`config.mk`:
```
export PLATFORM = sky130hd
export DESIGN_NAME = spi_serial_engine
export DESIGN_NICKNAME = d
export VERILOG_FILES = /design/src/rtl/spi_eng_pkg.sv /design/src/rtl/spi_eng_divider.sv /design/src/rtl/spi_eng_seq.sv /design/src/rtl/spi_eng_shifter.sv /design/src/rtl/spi_serial_engine.sv
export SDC_FILE = /design/constraint.sdc
export NUM_CORES = 1
export LEC_CHECK = 0
export BUFFER_PORTS_ARGS = -buffer_cell sky130_fd_sc_hd__buf_2
export CORE_ASPECT_RATIO = 1.2
export CORE_MARGIN = 2
export CORE_UTILIZATION = 63
export CTS_BUF_LIST = sky130_fd_sc_hd__clkbuf_4
export CTS_CLUSTER_DIAMETER = 50
export DETAILED_ROUTE_END_ITERATION = 8
export PLACE_DENSITY = 0.94
export SLEW_MARGIN = 5
export SYNTH_ARGS = -nofsm -noshare
export SYNTH_HDL_FRONTEND = slang
export SYNTH_HIERARCHICAL = 1
export SYNTH_SLANG_ARGS = --single-unit
```
`constraint.sdc`:
```
create_clock -name clk -period 8.4 [get_ports clk]
set_input_delay 1.26 -clock clk [delete_from_list [all_inputs] [get_ports clk]]
set_output_delay 1.26 -clock clk [all_outputs]
set_load 0.02 [all_outputs]
```
`src/rtl/spi_eng_pkg.sv`:
```
`timescale 1ns/1ps
package spi_eng_pkg;

    // Static per-transfer configuration seen by the engine.
    typedef struct packed {
        logic cpol;
        logic cpha;
        logic three_wire;
        logic read_en;
    } spi_mode_t;

    // Length of one SCLK level in core cycles for a raw divisor value.
    // Zero selects the widest division; odd values round down; 1 acts as 2.
    function automatic int unsigned half_len(input int unsigned div,
                                             input int unsigned div_w);
        int unsigned even_div;
        if (div == 0)
            even_div = 32'd1 << div_w;
        else if (div < 2)
            even_div = 2;
        else
            even_div = div & ~32'd1;
        return even_div >> 1;
    endfunction

endpackage

```
`src/rtl/spi_eng_divider.sv`:
```
`timescale 1ns/1ps
module spi_eng_divider
    import spi_eng_pkg::*;
#(
    parameter int DIV_W = 16
) (
    input  logic             clk,
    input  logic             rst,
    input  logic             run,
    input  logic             en,
    input  logic             hold,
    input  logic [DIV_W-1:0] divisor,
    output logic             tick
);
    logic [DIV_W-1:0] cnt_q;
    logic [DIV_W-1:0] last_cnt;

    always_comb last_cnt = DIV_W'(half_len(32'(divisor), DIV_W) - 32'd1);

    assign tick = en && (cnt_q == last_cnt);

    always_ff @(posedge clk) begin
        if (rst || !run) begin
            cnt_q <= '0;
        end else if (en) begin
            if (tick) begin
                if (!hold)
                    cnt_q <= '0;
            end else begin
                cnt_q <= cnt_q + 1'b1;
            end
        end
    end
endmodule

```
`src/rtl/spi_eng_seq.sv`:
```
`timescale 1ns/1ps
module spi_eng_seq #(
    parameter int WORD_W = 8
) (
    input  logic clk,
    input  logic rst,
    input  logic active,
    input  logic tx_valid,
    input  logic rx_full,
    input  logic tick,
    input  logic cpha,
    output logic run,
    output logic tx_ready,
    output logic load,
    output logic deliver,
    output logic stall,
    output logic sample_en,
    output logic shift_en,
    output logic sclk_phase
);
    localparam int HALVES = 2 * WORD_W + 2;
    localparam int HW     = $clog2(HALVES);
    localparam logic [HW-1:0] H_LAST    = HW'(HALVES - 1);
    localparam logic [HW-1:0] DATA_END  = HW'(2 * WORD_W);
    localparam logic [HW-1:0] SHIFT_MAX = HW'(2 * WORD_W - 2);

    logic [HW-1:0] h_q;
    logic          run_q;
    logic          in_data;
    logic          at_last;
    logic          step;

    always_comb begin
        in_data    = h_q < DATA_END;
        at_last    = run_q && (h_q == H_LAST);
        stall      = at_last && rx_full;
        step       = tick && !stall;
        deliver    = step && at_last;
        tx_ready   = active && (!run_q || (tick && at_last && !rx_full));
        load       = tx_ready && tx_valid;
        sample_en  = step && in_data && (h_q[0] == cpha);
        shift_en   = step && (h_q <= SHIFT_MAX) &&
                     (cpha ? (!h_q[0] && (h_q != '0)) : h_q[0]);
        sclk_phase = run_q && in_data && h_q[0];
    end

    assign run = run_q;

    always_ff @(posedge clk) begin
        if (rst) begin
            run_q <= 1'b0;
            h_q   <= '0;
        end else if (load) begin
            run_q <= 1'b1;
            h_q   <= '0;
        end else if (deliver) begin
            run_q <= 1'b0;
            h_q   <= '0;
        end else if (step) begin
            h_q <= h_q + 1'b1;
        end
    end
endmodule

```
`src/rtl/spi_eng_shifter.sv`:
```
`timescale 1ns/1ps
module spi_eng_shifter #(
    parameter int WORD_W = 8
) (
    input  logic              clk,
    input  logic              rst,
    input  logic              load,
    input  logic [WORD_W-1:0] tx_word,
    input  logic              shift_en,
    input  logic              sample_en,
    input  logic              sample_bit,
    input  logic              deliver,
    input  logic              rx_ready,
    output logic              tx_bit,
    output logic              rx_valid,
    output logic [WORD_W-1:0] rx_word
);
    logic [WORD_W-1:0] tx_sh;
    logic [WORD_W-1:0] rx_sh;

    assign tx_bit = tx_sh[WORD_W-1];

    always_ff @(posedge clk) begin
        if (rst)
            tx_sh <= '0;
        else if (load)
            tx_sh <= tx_word;
        else if (shift_en)
            tx_sh <= {tx_sh[WORD_W-2:0], 1'b0};
    end

    always_ff @(posedge clk) begin
        if (rst)
            rx_sh <= '0;
        else if (sample_en)
            rx_sh <= {rx_sh[WORD_W-2:0], sample_bit};
    end

    always_ff @(posedge clk) begin
        if (rst) begin
            rx_valid <= 1'b0;
            rx_word  <= '0;
        end else if (deliver) begin
            rx_valid <= 1'b1;
            rx_word  <= rx_sh;
        end else if (rx_ready) begin
            rx_valid <= 1'b0;
        end
    end
endmodule

```
`src/rtl/spi_serial_engine.sv`:
```
`timescale 1ns/1ps
module spi_serial_engine
    import spi_eng_pkg::*;
#(
    parameter int DIV_W  = 16,
    parameter int WORD_W = 8
) (
    input  logic              clk,
    input  logic              rst,
    input  logic              active,
    input  logic              cpol,
    input  logic              cpha,
    input  logic              three_wire,
    input  logic              read_en,
    input  logic [DIV_W-1:0]  divisor,
    input  logic              tx_valid,
    input  logic [WORD_W-1:0] tx_data,
    output logic              tx_ready,
    output logic              rx_valid,
    output logic [WORD_W-1:0] rx_data,
    input  logic              rx_ready,
    output logic              sclk,
    output logic              mosi_o,
    output logic              mosi_oe,
    input  logic              mosi_i,
    input  logic              miso_i,
    output logic              busy
);
    spi_mode_t mode;
    logic run, tick, load, deliver, stall;
    logic sample_en, shift_en, sclk_phase, sample_bit;

    assign mode = '{cpol: cpol, cpha: cpha, three_wire: three_wire, read_en: read_en};

    spi_eng_divider #(.DIV_W(DIV_W)) u_div (
        .clk     (clk),
        .rst     (rst),
        .run     (run),
        .en      (run && active),
        .hold    (stall),
        .divisor (divisor),
        .tick    (tick)
    );

    spi_eng_seq #(.WORD_W(WORD_W)) u_seq (
        .clk        (clk),
        .rst        (rst),
        .active     (active),
        .tx_valid   (tx_valid),
        .rx_full    (rx_valid),
        .tick       (tick),
        .cpha       (mode.cpha),
        .run        (run),
        .tx_ready   (tx_ready),
        .load       (load),
        .deliver    (deliver),
        .stall      (stall),
        .sample_en  (sample_en),
        .shift_en   (shift_en),
        .sclk_phase (sclk_phase)
    );

    assign sample_bit = mode.three_wire ? mosi_i : miso_i;

    spi_eng_shifter #(.WORD_W(WORD_W)) u_shf (
        .clk        (clk),
        .rst        (rst),
        .load       (load),
        .tx_word    (tx_data),
        .shift_en   (shift_en),
        .sample_en  (sample_en),
        .sample_bit (sample_bit),
        .deliver    (deliver),
        .rx_ready   (rx_ready),
        .tx_bit     (mosi_o),
        .rx_valid   (rx_valid),
        .rx_word    (rx_data)
    );

    assign sclk    = mode.cpol ^ sclk_phase;
    assign mosi_oe = !(mode.three_wire && mode.read_en);
    assign busy    = run;
endmodule

```
==> results by group, run 1 <==
Pwr
  • Leak: around 1.1 nW
  • Power Density: 129 nW/um^2
  • Peak supply drop: around 0.00012 V

Logic synthesis
  • Most instantiated library cell after synthesis: dfxtp_1
  • XOR/XNOR Fraction of Synth Area: 0.0575
  • Top cells by area, synth: dfxtp_1, mux2i_1, nor2_1
  • Synth Net Count: between 300 and 400
  • Multiplexer share of the synthesized area: 0.0847
  • Largest family of logic cells by synthesized area: simple AND/OR/NAND/NOR gates
  • Primary FF master, synth: dfxtp_1
  • Compound-gate portion of the synthesized area: 0.161
  • Post-synth cell types: 57
  • Sequential area share after synthesis: 0.325
  • Yosys warning count: 6
  • Synth cell count leaders: dfxtp_1, nor2_1, mux2i_1
  • Synthesized instance count: 347
  • Share of flip-flops with an asynchronous set or reset: 0
  • EDFF count, synth: 0
  • Post-synthesis adder-cell area fraction: 0.0216
  • Top-area cell type share of the netlist area: 0.325
  • Synth Area in Simple Gates: 0.300
  • Register bit count reported by yosys: 47
  • Cell taking the most area after synthesis: dfxtp_1
  • Avg Cell Area, Syn: about 8.3 um^2
  • Synthesized area: 2890 um^2

Clock tree
  • CTS Hold Bufs: 0
  • Longest Clk Path Bufs: 2
  • CTS tree: built
  • CTS sink count: 47
  • Clock Pin Slew Worst Setup and Hold Paths: 0.13 ns
  • Num CTS Buffers: 5
  • Root Driver: clkbuf_4
  • Clock H-tree levels: 2
  • Post-CTS sizing: 0
  • Post-CTS Repair Setup Buffers: 0
  • Clock Latency Late Sink: 0.37 ns

Global route
  • First-pass GRT wire length: 10.5 mm
  • Initial antenna violation count: 0
  • Met3 usage: 0.0330
  • Met2 global-route usage: 0.455
  • Global route hottest layer: met2
  • Vias in the first global route: 2413
  • Largest net degree at the start of global routing: 29
  • Global-route usage over all layers: 0.255
  • Global route overflow: 0
  • Met1 usage: 0.304

Worst hold path
  • Hold WC Path Type: register to register

STA
  • Slew margin rel.: 0.362
  • Tcrit/Tclk final: 0.796
  • Clock skew: around 0.017 ns
  • Post-layout min period: 6.68 ns
  • Fin. Hold Viols: 0
  • Final setup fails: 0
  • Final setup margin: 1.72 ns
  • TNS Setup: 0 ns
  • Max Freq: 150 MHz
  • Slew Viols, Final: 0
  • Tightest Pin Transition: ~0.96 ns
  • RSZ-0062 raised after global routing: false

Detailed routing
  • Initial DRC count: 150
  • Vias per std cell: 6.04
  • Remaining antenna violation count: 0
  • DR vias: 2702
  • WL per Instance: 14.3 um
  • Total wire length: 6.39 mm
  • DRT Pass-1 Iters: 5
  • Residual DRC: 0

Worst setup path
  • Critical path endpoint category: output pin
  • WP data arrival: 5.42 ns
  • Maximum fanout along the worst path: 8
  • CP Data Required Time: 7.14 ns
  • Worst setup SP type: primary input
  • CP Class: primary input to output pin

Placed design
  • Placer Congestion: between 0.8 and 0.9
  • DP HPWL: 4.84 mm
  • PortBufs: 48
  • Place WS: approximately 1.7 ns

Die
  • Core Box Area: ~4500 um^2
  • Die area: just over 5000 um^2
  • Num rows: 27
  • Die Ht: about 80 um
  • # IOs: 49
  • Initial Util: 0.644
  • Die Span X: 65.9 um

Cells and area
  • Area grow syn2layout: 11.0%
  • # diodes: 0
  • Post-layout nets: 428
  • Ratio of cells with drive above 1 in the final layout: 0.188

Run
  • # Max-Cap Violations: 0

Status
  • Outcome: completed
cell families (layout without fill, tap and decap cells):
kind of cell             Yosys count  after routing
AO/OA/AOI/OAI                     69             69
AND/OR/NAND/NOR                  152            152
adder cells (fa/ha/maj)            5              5
flip-flops                        47             47
XOR/XNOR                          19             19
multiplexers                      24             24
buffers and inverters             31             73
stage by stage:
step	cell area [um^2]	util	hold slack (ns)	power [W]	cells
6_report	3210	0.715	0.490	0.000413	447
5_1_grt	3210	0.715	0.510	0.000432	447
4_1_cts	3210	0.715	0.486	0.000417	447
3_5_place_dp	3130	0.696	0.467	0.000279	439
3_3_place_gp	3130	0.696	0.457	0.000277	439
2_1_floorplan	2890	-	0.441	0.000260	347
registers in the layout, indices dropped and copies added, names as in the netlist:
register        cells
u_shf/tx_sh         8
u_shf/rx_valid      1
u_seq/run           1
u_shf/rx_sh         8
u_shf/rx_word       8
u_seq/h_q           5
u_div/cnt_q        16
where the power goes:
part           switching (W)  internal [W]
Combinational      0.0000273     0.0000191
Sequential        0.00000259      0.000226
Clock              0.0000739     0.0000643
Total               0.000104      0.000309
routing by layer:
metal	routed length [um]	share of wire
met3	293	0.046
met5	0	0
met4	114	0.018
met2	3360	0.53
met1	2620	0.41
final timing paths:
kind	start	endpoint	slack (ns)	cells after the start
setup / recovery	divisor[7]	tx_ready	1.72	16
hold / removal	u_div/cnt_q[15]$_SDFFE_PP0P_	u_div/cnt_q[15]$_SDFFE_PP0P_	0.49	2
setup reg to reg	u_seq/run$_SDFFE_PP0P_	u_shf/tx_sh[2]$_SDFFE_PP0P_	4.16	13
hold reg to reg	u_div/cnt_q[15]$_SDFFE_PP0P_	u_div/cnt_q[15]$_SDFFE_PP0P_	0.49	2
cell usage in the layout, fill, tap and decap left out, drive strengths merged, types with 2 or more instances in the layout:
cell type	instances
buf	48
dfxtp	47
nor2	32
mux2i	23
nand2	22
a21oi	22
inv	18
nand3	13
nand4	11
xnor2	10
nor2b	10
xor2	9
or4	9
or3	8
a211oi	8
nor4	8
o31ai	8
o21ai	7
and2	6
clkbuf	5
and3	5
o22ai	5
nand2b	5
ha	5
a31oi	4
nand3b	4
nor3	3
or2	3
o211ai	3
or3b	3
nor4b	3
or4b	3
a211o	2
a21bo	2
a21boi	2
critical path, stage by stage:
cell	delay [ns]
buf_2	0.13
nor4_1	0.60
nand4_1	0.34
and2_1	0.27
ha_1	0.30
xnor2_1	0.13
or3_1	0.30
a21oi_1	0.15
or3b_1	0.40
nor4b_2	0.26
nand4_1	0.21
inv_1	0.22
nand2b_1	0.07
or4_4	0.43
a21boi_1	0.16
buf_2	0.18
area by class of cell:
cell class | count | area, um^2
repair buffers | 48 | 240
multi-input cells | 269 | 1810
well taps | 58 | 72.6
clock buffers | 5 | 37.5
inverters | 17 | 63.8
flip-flops and latches | 47 | 941
fillers | 346 | 1280
clock inverters | 3 | 47.5
(Power assumes the default switching activity.)
==> run 2, diff against run 1 <==
Settings changed: ABC_AREA set to 1, CORE_UTILIZATION 63 to 54, PLACE_DENSITY 0.94 to 0.85.
Clock period 8.4 ns to 5.5 ns, I/O delays scaled along.
==> run 2 against run 1 <==
Area after synthesis up 21%; flip-flop and latch count unchanged; final area up 19%; global-route usage is 2.5 points lower; sequential share of layout area decreased by 4.7 points; register-to-register slack got worse by 1.8 ns; combinational power increased by 97%; largest cell class unchanged; die area is 39% higher; sequential power is 52% higher; critical endpoint unchanged; final cell count grew 57%.
==> results by group, run 2 <==
Logic synthesis
  • Avg Cell Area, Syn: 6.14 um^2 (-26%)
  • Yosys warning count: 6 (unchanged)
  • Post-synth cell types: 33 (-42%)
  • Cell taking the most area after synthesis: dfxtp_1
  • EDFF count, synth: 0 (unchanged)
  • Synth cell count leaders: nand2_1, inv_1, nor2_1
  • Top cells by area, synth: dfxtp_1, nand2_1, inv_1
  • Sequential area share after synthesis: 0.269 (-0.0565)
  • Register bit count reported by yosys: 47 (unchanged)
  • Synthesized instance count: 570 (+64%)
  • Top-area cell type share of the netlist area: 0.269 (-0.0565)
  • Most instantiated library cell after synthesis: nand2_1
  • Synth Net Count: 610 (+58%)
  • Primary FF master, synth: dfxtp_1
  • Synthesized area: 3500 um^2 (+21%)
  • Share of flip-flops with an asynchronous set or reset: 0 (unchanged)

STA
  • Slew margin rel.: 0.657 (+0.295)
  • Tcrit/Tclk final: 0.893
  • Fin. Hold Viols: 0 (unchanged)
  • Final setup margin: 0.586 ns (-1.13 ns)
  • TNS Setup: 0 ns (unchanged)
  • RSZ-0062 raised after global routing: false
  • Clock skew: 0.00921 ns (-0.00804 ns)
  • Post-layout min period: about 4.9 ns
  • Tightest Pin Transition: 0.511 ns (-0.446 ns)
  • Final setup fails: 0 (unchanged)
  • Max Freq: 204 MHz
  • Slew Viols, Final: 0 (unchanged)

Detailed routing
  • DR vias: 3549 (+31%)
  • Initial DRC count: 178 (+19%)
  • Total wire length: 7.96 mm (+25%)
  • Remaining antenna violation count: 0 (unchanged)
  • WL per Instance: 11.4 um (-21%)
  • Vias per std cell: 5.06 (-16%)
  • DRT Pass-1 Iters: 5 (unchanged)
  • Residual DRC: 0 (unchanged)

Run
  • # Max-Cap Violations: 0 (unchanged)

Worst setup path
  • Critical path endpoint category: output pin
  • Sequence of cells on the critical path: buf_2, nor2_1, buf_4, nand2_1, nor2_4, nand3_2, nand2_4, ha_1, nand3_1, nor3_1, xor2_1, nand2_1, inv_1, nand4_1, nor2_1, nand3_2, inv_1, inv_1, nor2_1, nand3_2, nand2_2, inv_1, nor2_1, buf_2
  • Worst setup SP type: primary input
  • CP Class: primary input to output pin
  • WP data arrival: 4.09 ns (-1.33 ns)
  • CP Data Required Time: 4.68 ns (-2.46 ns)
  • R2R depth: 22 (+9)
  • CP peak stage delay: 0.27 ns (-0.33 ns)
  • Worst reg-to-reg setup slack: 2.37 ns (-1.79 ns)
  • Maximum fanout along the worst path: 18 (+10)
  • CP max-delay cell: nor3_1

Cells and area
  • Top reg by flops: u_div/cnt_q
  • Max reg flops: 16 (unchanged)
  • # diodes: 0 (unchanged)
  • Register area: 941 um^2 (unchanged)
  • Commonest non-fill, non-tap cell in the layout: nand2_1
  • Most frequent cells in the layout: nand2_1, inv_1, nor2_1, nand3_1, buf_2
  • Filler cells: 610 (+76%)
  • Ratio of cells with drive above 1 in the final layout: 0.162 (-0.0253)
  • Area grow syn2layout: 9.36%
  • Area occupied by multi-input gates: 2080 um^2 (+15%)
  • Post-layout nets: 655 (+53%)

Worst hold path
  • Hold Path Depth: 2 (unchanged)
  • Hold WC Path Type: register to register

Global route
  • First-pass GRT wire length: 13.6 mm (+30%)
  • Global-route usage over all layers: 0.229 (-0.0255)
  • Global route overflow: 0 (unchanged)
  • Largest net degree at the start of global routing: 24 (-17%)
  • Initial antenna violation count: 0 (unchanged)
  • Vias in the first global route: 3308 (+37%)

Clock tree
  • Longest Clk Path Bufs: 2 (unchanged)
  • Clock Pin Slew Worst Setup and Hold Paths: 0.14 ns (about the same)
  • CTS sink count: 47 (unchanged)
  • Root Driver: clkbuf_4
  • CTS tree: built
  • Clock Latency Late Sink: 0.36 ns (about the same)
  • Post-CTS Repair Setup Buffers: 0 (unchanged)
  • Num CTS Buffers: 5 (unchanged)
  • Post-CTS sizing: 0 (unchanged)
  • CTS Hold Bufs: 0 (unchanged)
  • Clock H-tree levels: 2 (unchanged)

Placed design
  • Placer Congestion: 0.908 (+4.0%)
  • Place WS: 0.617 ns (-1.11 ns)
  • PortBufs: 48 (unchanged)
  • DP HPWL: 6.32 mm (+31%)

Status
  • Outcome: completed

Pwr
  • Peak supply drop: 0.000152 V (+32%)
  • Power Density: 157 nW/um^2 (+22%)
  • Leak: 1.87 nW (+67%)

Die
  • Die Ht: 92.2 um (+18%)
  • Die area: 7150 um^2 (+39%)
  • Die Span X: 77.5 um (+18%)
  • Num rows: 32 (+19%)
  • # IOs: 49 (unchanged)
  • Core Box Area: 6370 um^2 (+42%)
  • Initial Util: 0.550 (-0.0940)
## run 2: kinds of logic (layout without fill, tap and decap cells)
group | Yosys count | after routing | synth area share
xor gates and xnor gates | 22 | 22 | 0.0550
adders and majority gates | 5 | 5 | 0.0179
AOI/OAI and AO/OA | 32 | 32 | 0.0457
DFF | 47 | 47 | 0.269
and+or+nand+nor | 348 | 348 | 0.474
buffers and inverters | 116 | 162 | 0.139
## run 2: path summary, 6_finish.rpt
kind                                                  start                     endpoint
worst min-delay path            u_shf/tx_sh[3]$_SDFFE_PP0P_  u_shf/tx_sh[3]$_SDFFE_PP0P_
worst max register to register       u_seq/run$_SDFFE_PP0P_  u_shf/tx_sh[7]$_SDFFE_PP0P_
worst min register to register  u_shf/tx_sh[3]$_SDFFE_PP0P_  u_shf/tx_sh[3]$_SDFFE_PP0P_
worst max-delay path                             divisor[3]                     tx_ready
## run 2: metal layers
| metal | up-vias | wire length (um) | global-route usage |
|---|---|---|---|
| met1 | 1589 | 3390 | 0.258 |
| met3 | 12 | 344 | 0.0344 |
| met2 | 87 | 4090 | 0.435 |
| met4 | 0 | 134 | 0.0759 |
| met5 | - | 0 | 0 |
| li1 | 1861 | - | - |
## run 2: power by group
part | internal, W | switching, W | leakage (nW)
combinational | 0.0000331 | 0.0000584 | 1.46
clock | 0.0000493 | 0.000114 | 0.0288
sequential | 0.000344 | 0.00000252 | 0.380
total | 0.000426 | 0.000175 | 1.87
## run 2: through the flow
stage / instance area, um^2 / util / hold WS (ns) / power (W) / std cells
floorplan: 3500 / - / 0.433 / 0.000417 / 570
global placement: 3770 / 0.593 / 0.448 / 0.000443 / 693
detailed placement: 3770 / 0.593 / 0.458 / 0.000445 / 693
CTS: 3830 / 0.602 / 0.478 / 0.000606 / 701
global route: 3830 / 0.602 / 0.506 / 0.000631 / 701
finish: 3830 / 0.602 / 0.476 / 0.000601 / 701
## run 2: final cells by class
cell class,count,area share
Clock buffer,5,0.00980
Clock inverter,3,0.00523
Inverter,103,0.101
Multi-Input combinational cell,407,0.542
Sequential cell,47,0.246
Tap cell,85,0.0278
Timing Repair Buffer,51,0.0686
## run 2: critical path, delay by kind of cell
kind | cells | cell delay (ns)
simple gates | 15 | 1.88
buf+inv | 7 | 0.87
xor+xnor | 1 | 0.26
fa+ha+maj | 1 | 0.24
==> run 3, diff against run 2 <==
Settings changed: CELL_PAD_IN_SITES_DETAIL_PLACEMENT set to 1, CELL_PAD_IN_SITES_GLOBAL_PLACEMENT set to 2, CORE_UTILIZATION 54 to 29, PLACE_DENSITY 0.85 to 0.86.
==> run 3 against run 2 <==
Total power grew 2.0%; register-to-register slack lost 0.14 ns; first-iteration DRC count shrank 34%; clock skew grew 0.0015 ns; utilization shrank 27 points; critical endpoint unchanged.
==> results by group, run 3 (synthesis results as in run 2) <==
Cells and area
  • Commonest non-fill, non-tap cell in the layout: nand2_1
  • Most frequent cells in the layout: nand2_1, inv_1, nor2_1, nand3_1, buf_2
  • Max reg flops: 16 (unchanged)
  • Area grow syn2layout: 11.9%
  • Register area: 941 um^2 (unchanged)
  • Ratio of cells with drive above 1 in the final layout: 0.162 (unchanged)
  • # diodes: 0 (unchanged)
  • Area occupied by multi-input gates: 2080 um^2 (unchanged)
  • Post-layout nets: 655 (unchanged)
  • Top reg by flops: u_div/cnt_q
  • Filler cells: 1606 (+160%)

Worst setup path
  • WP data arrival: 4.13 ns (+0.04 ns)
  • CP Data Required Time: 4.68 ns (about the same)
  • Critical path endpoint category: output pin
  • CP Class: primary input to output pin
  • Worst setup SP type: primary input
  • Maximum fanout along the worst path: 18 (unchanged)

Clock tree
  • CTS sink count: 47 (unchanged)
  • Post-CTS Repair Setup Buffers: 0 (unchanged)
  • Num CTS Buffers: 5 (unchanged)
  • Post-CTS sizing: 0 (unchanged)
  • Clock Latency Late Sink: 0.37 ns (about the same)
  • CTS Hold Bufs: 0 (unchanged)
  • Longest Clk Path Bufs: 2 (unchanged)
  • Clock H-tree levels: 2 (unchanged)
  • Root Driver: clkbuf_4
  • CTS tree: built
  • Clock Pin Slew Worst Setup and Hold Paths: 0.15 ns (about the same)

Global route
  • Largest net degree at the start of global routing: 24 (unchanged)
  • First-pass GRT wire length: 17.2 mm (+26%)
  • Initial antenna violation count: 0 (unchanged)
  • Global-route usage over all layers: 0.157 (-0.0724)
  • Global route overflow: 0 (unchanged)
  • Vias in the first global route: 3738 (+13%)

Pwr
  • Sw Ratio: 0.304 (+0.0133)
  • Sw power: 0.000186 W (+6.7%)
  • Combinational share of power: 0.155 (+0.003)
  • Clock power frac: 0.279 (+0.008)
  • Flop pwr share: 0.566 (-0.011)
  • Peak supply drop: 0.0000875 V (-43%)
  • Power Density: 156 nW/um^2 (-0.35%)
  • Leak: 1.87 nW (unchanged)
  • Internal power: 0.000427 W (about the same)

STA
  • Final setup fails: 0 (unchanged)
  • Slew Viols, Final: 0 (unchanged)
  • Slew margin rel.: 0.544 (-0.113)
  • Tightest Pin Transition: 0.679 ns (+0.168 ns)
  • RSZ-0062 raised after global routing: false
  • Final setup margin: 0.549 ns (-0.0371 ns)
  • Max Freq: 202 MHz (-0.75%)
  • Clock skew: 0.0107 ns (+0.00146 ns)
  • Tcrit/Tclk final: 0.900 (+0.00674)
  • Fin. Hold Viols: 0 (unchanged)
  • TNS Setup: 0 ns (unchanged)
  • Post-layout min period: 4.95 ns (+0.0371 ns)

Run
  • # Max-Cap Violations: 0 (unchanged)

Die
  • Die area: 13000 um^2 (+82%)
  • Die Ht: 124 um (+35%)
  • Core Box Area: 11700 um^2 (+83%)
  • Initial Util: 0.300 (-0.250)
  • Num rows: 43 (+34%)
  • Die Span X: 104 um (+35%)
  • # IOs: 49 (unchanged)

Detailed routing
  • Residual DRC: 0 (unchanged)
  • Initial DRC count: 118 (-34%)
  • Total wire length: 9.91 mm (+25%)
  • WL per Instance: 12.8 um (+13%)
  • DR vias: 3609 (+1.7%)
  • Remaining antenna violation count: 0 (unchanged)
  • Vias per std cell: 4.67 (-7.8%)
  • DRT Pass-1 Iters: 4 (-1)

Status
  • Outcome: completed

Placed design
  • PortBufs: 48 (unchanged)
  • Place WS: 0.543 ns (-0.0735 ns)
  • DP HPWL: 8.03 mm (+27%)
  • Placer Congestion: 0.845 (-7.0%)

Worst hold path
  • Hold WC Path Type: register to register
## run 3: cell counts in the layout (fill, tap and decap cells not counted)
Identical to the previous run, type by type.
## run 3: power by group through the flow
stage	logic (W)	registers, W	clock network [W]
after global routing	0.000107	0.000348	0.000199
after CTS	0.0000963	0.000347	0.000185
after floorplan	0.0000626	0.000354	0
after detailed placement	0.0000958	0.000354	0
after global placement	0.0000932	0.000354	0
final	0.0000950	0.000347	0.000171
## run 3: layout make-up
cell class | count | share of cell area
repair buffers | 51 | 0.0670
flip-flops and latches | 47 | 0.240
well taps | 157 | 0.0501
clock buffers | 5 | 0.00958
clock inverters | 3 | 0.00511
multi-input cells | 407 | 0.530
inverters | 103 | 0.0986
## run 3: path summary, 6_finish.rpt
check	depth (start not counted)	startpoint	endpoint	slack (ns)
setup reg to reg	22	u_seq/run$_SDFFE_PP0P_	u_shf/tx_sh[1]$_SDFFE_PP0P_	2.23
hold / removal	2	u_shf/tx_sh[0]$_SDFFE_PP0P_	u_shf/tx_sh[0]$_SDFFE_PP0P_	0.48
setup / recovery	23	divisor[4]	tx_ready	0.55
hold reg to reg	2	u_shf/tx_sh[0]$_SDFFE_PP0P_	u_shf/tx_sh[0]$_SDFFE_PP0P_	0.48
## run 3: layer usage
layer	wire [um]	track usage
met1	4420	0.187
met2	5070	0.286
met3	318	0.0262
met4	104	0.0445
met5	0	0
## run 3: critical path, cell delays in order
cell and delay, ns:
buf_2 0.12, nor2_1 0.16, nand2_1 0.14, nor2_4 0.12, nand3_2 0.12, nand2_4 0.21, ha_1 0.25, nand3_1 0.17
inv_1 0.12, nand2_1 0.07, xnor2_1 0.31, xor2_1 0.23, inv_1 0.06, nor2_1 0.12, nand3_2 0.14, inv_1 0.27
inv_1 0.07, nor2_1 0.12, nand3_2 0.11, nand2_2 0.10, inv_1 0.04, nor2_1 0.08, buf_2 0.17
## run 3: metrics by stage
step                      hold slack [ns]  cells   util  area, um^2  power (W)
after CTS                           0.484    773  0.336        3920   0.000629
after floorplan                     0.433    570      -        3500   0.000417
final                               0.480    773  0.336        3920   0.000613
after global routing                0.500    773  0.336        3920   0.000654
after global placement              0.451    765  0.331        3860   0.000447
after detailed placement            0.463    765  0.331        3860   0.000450
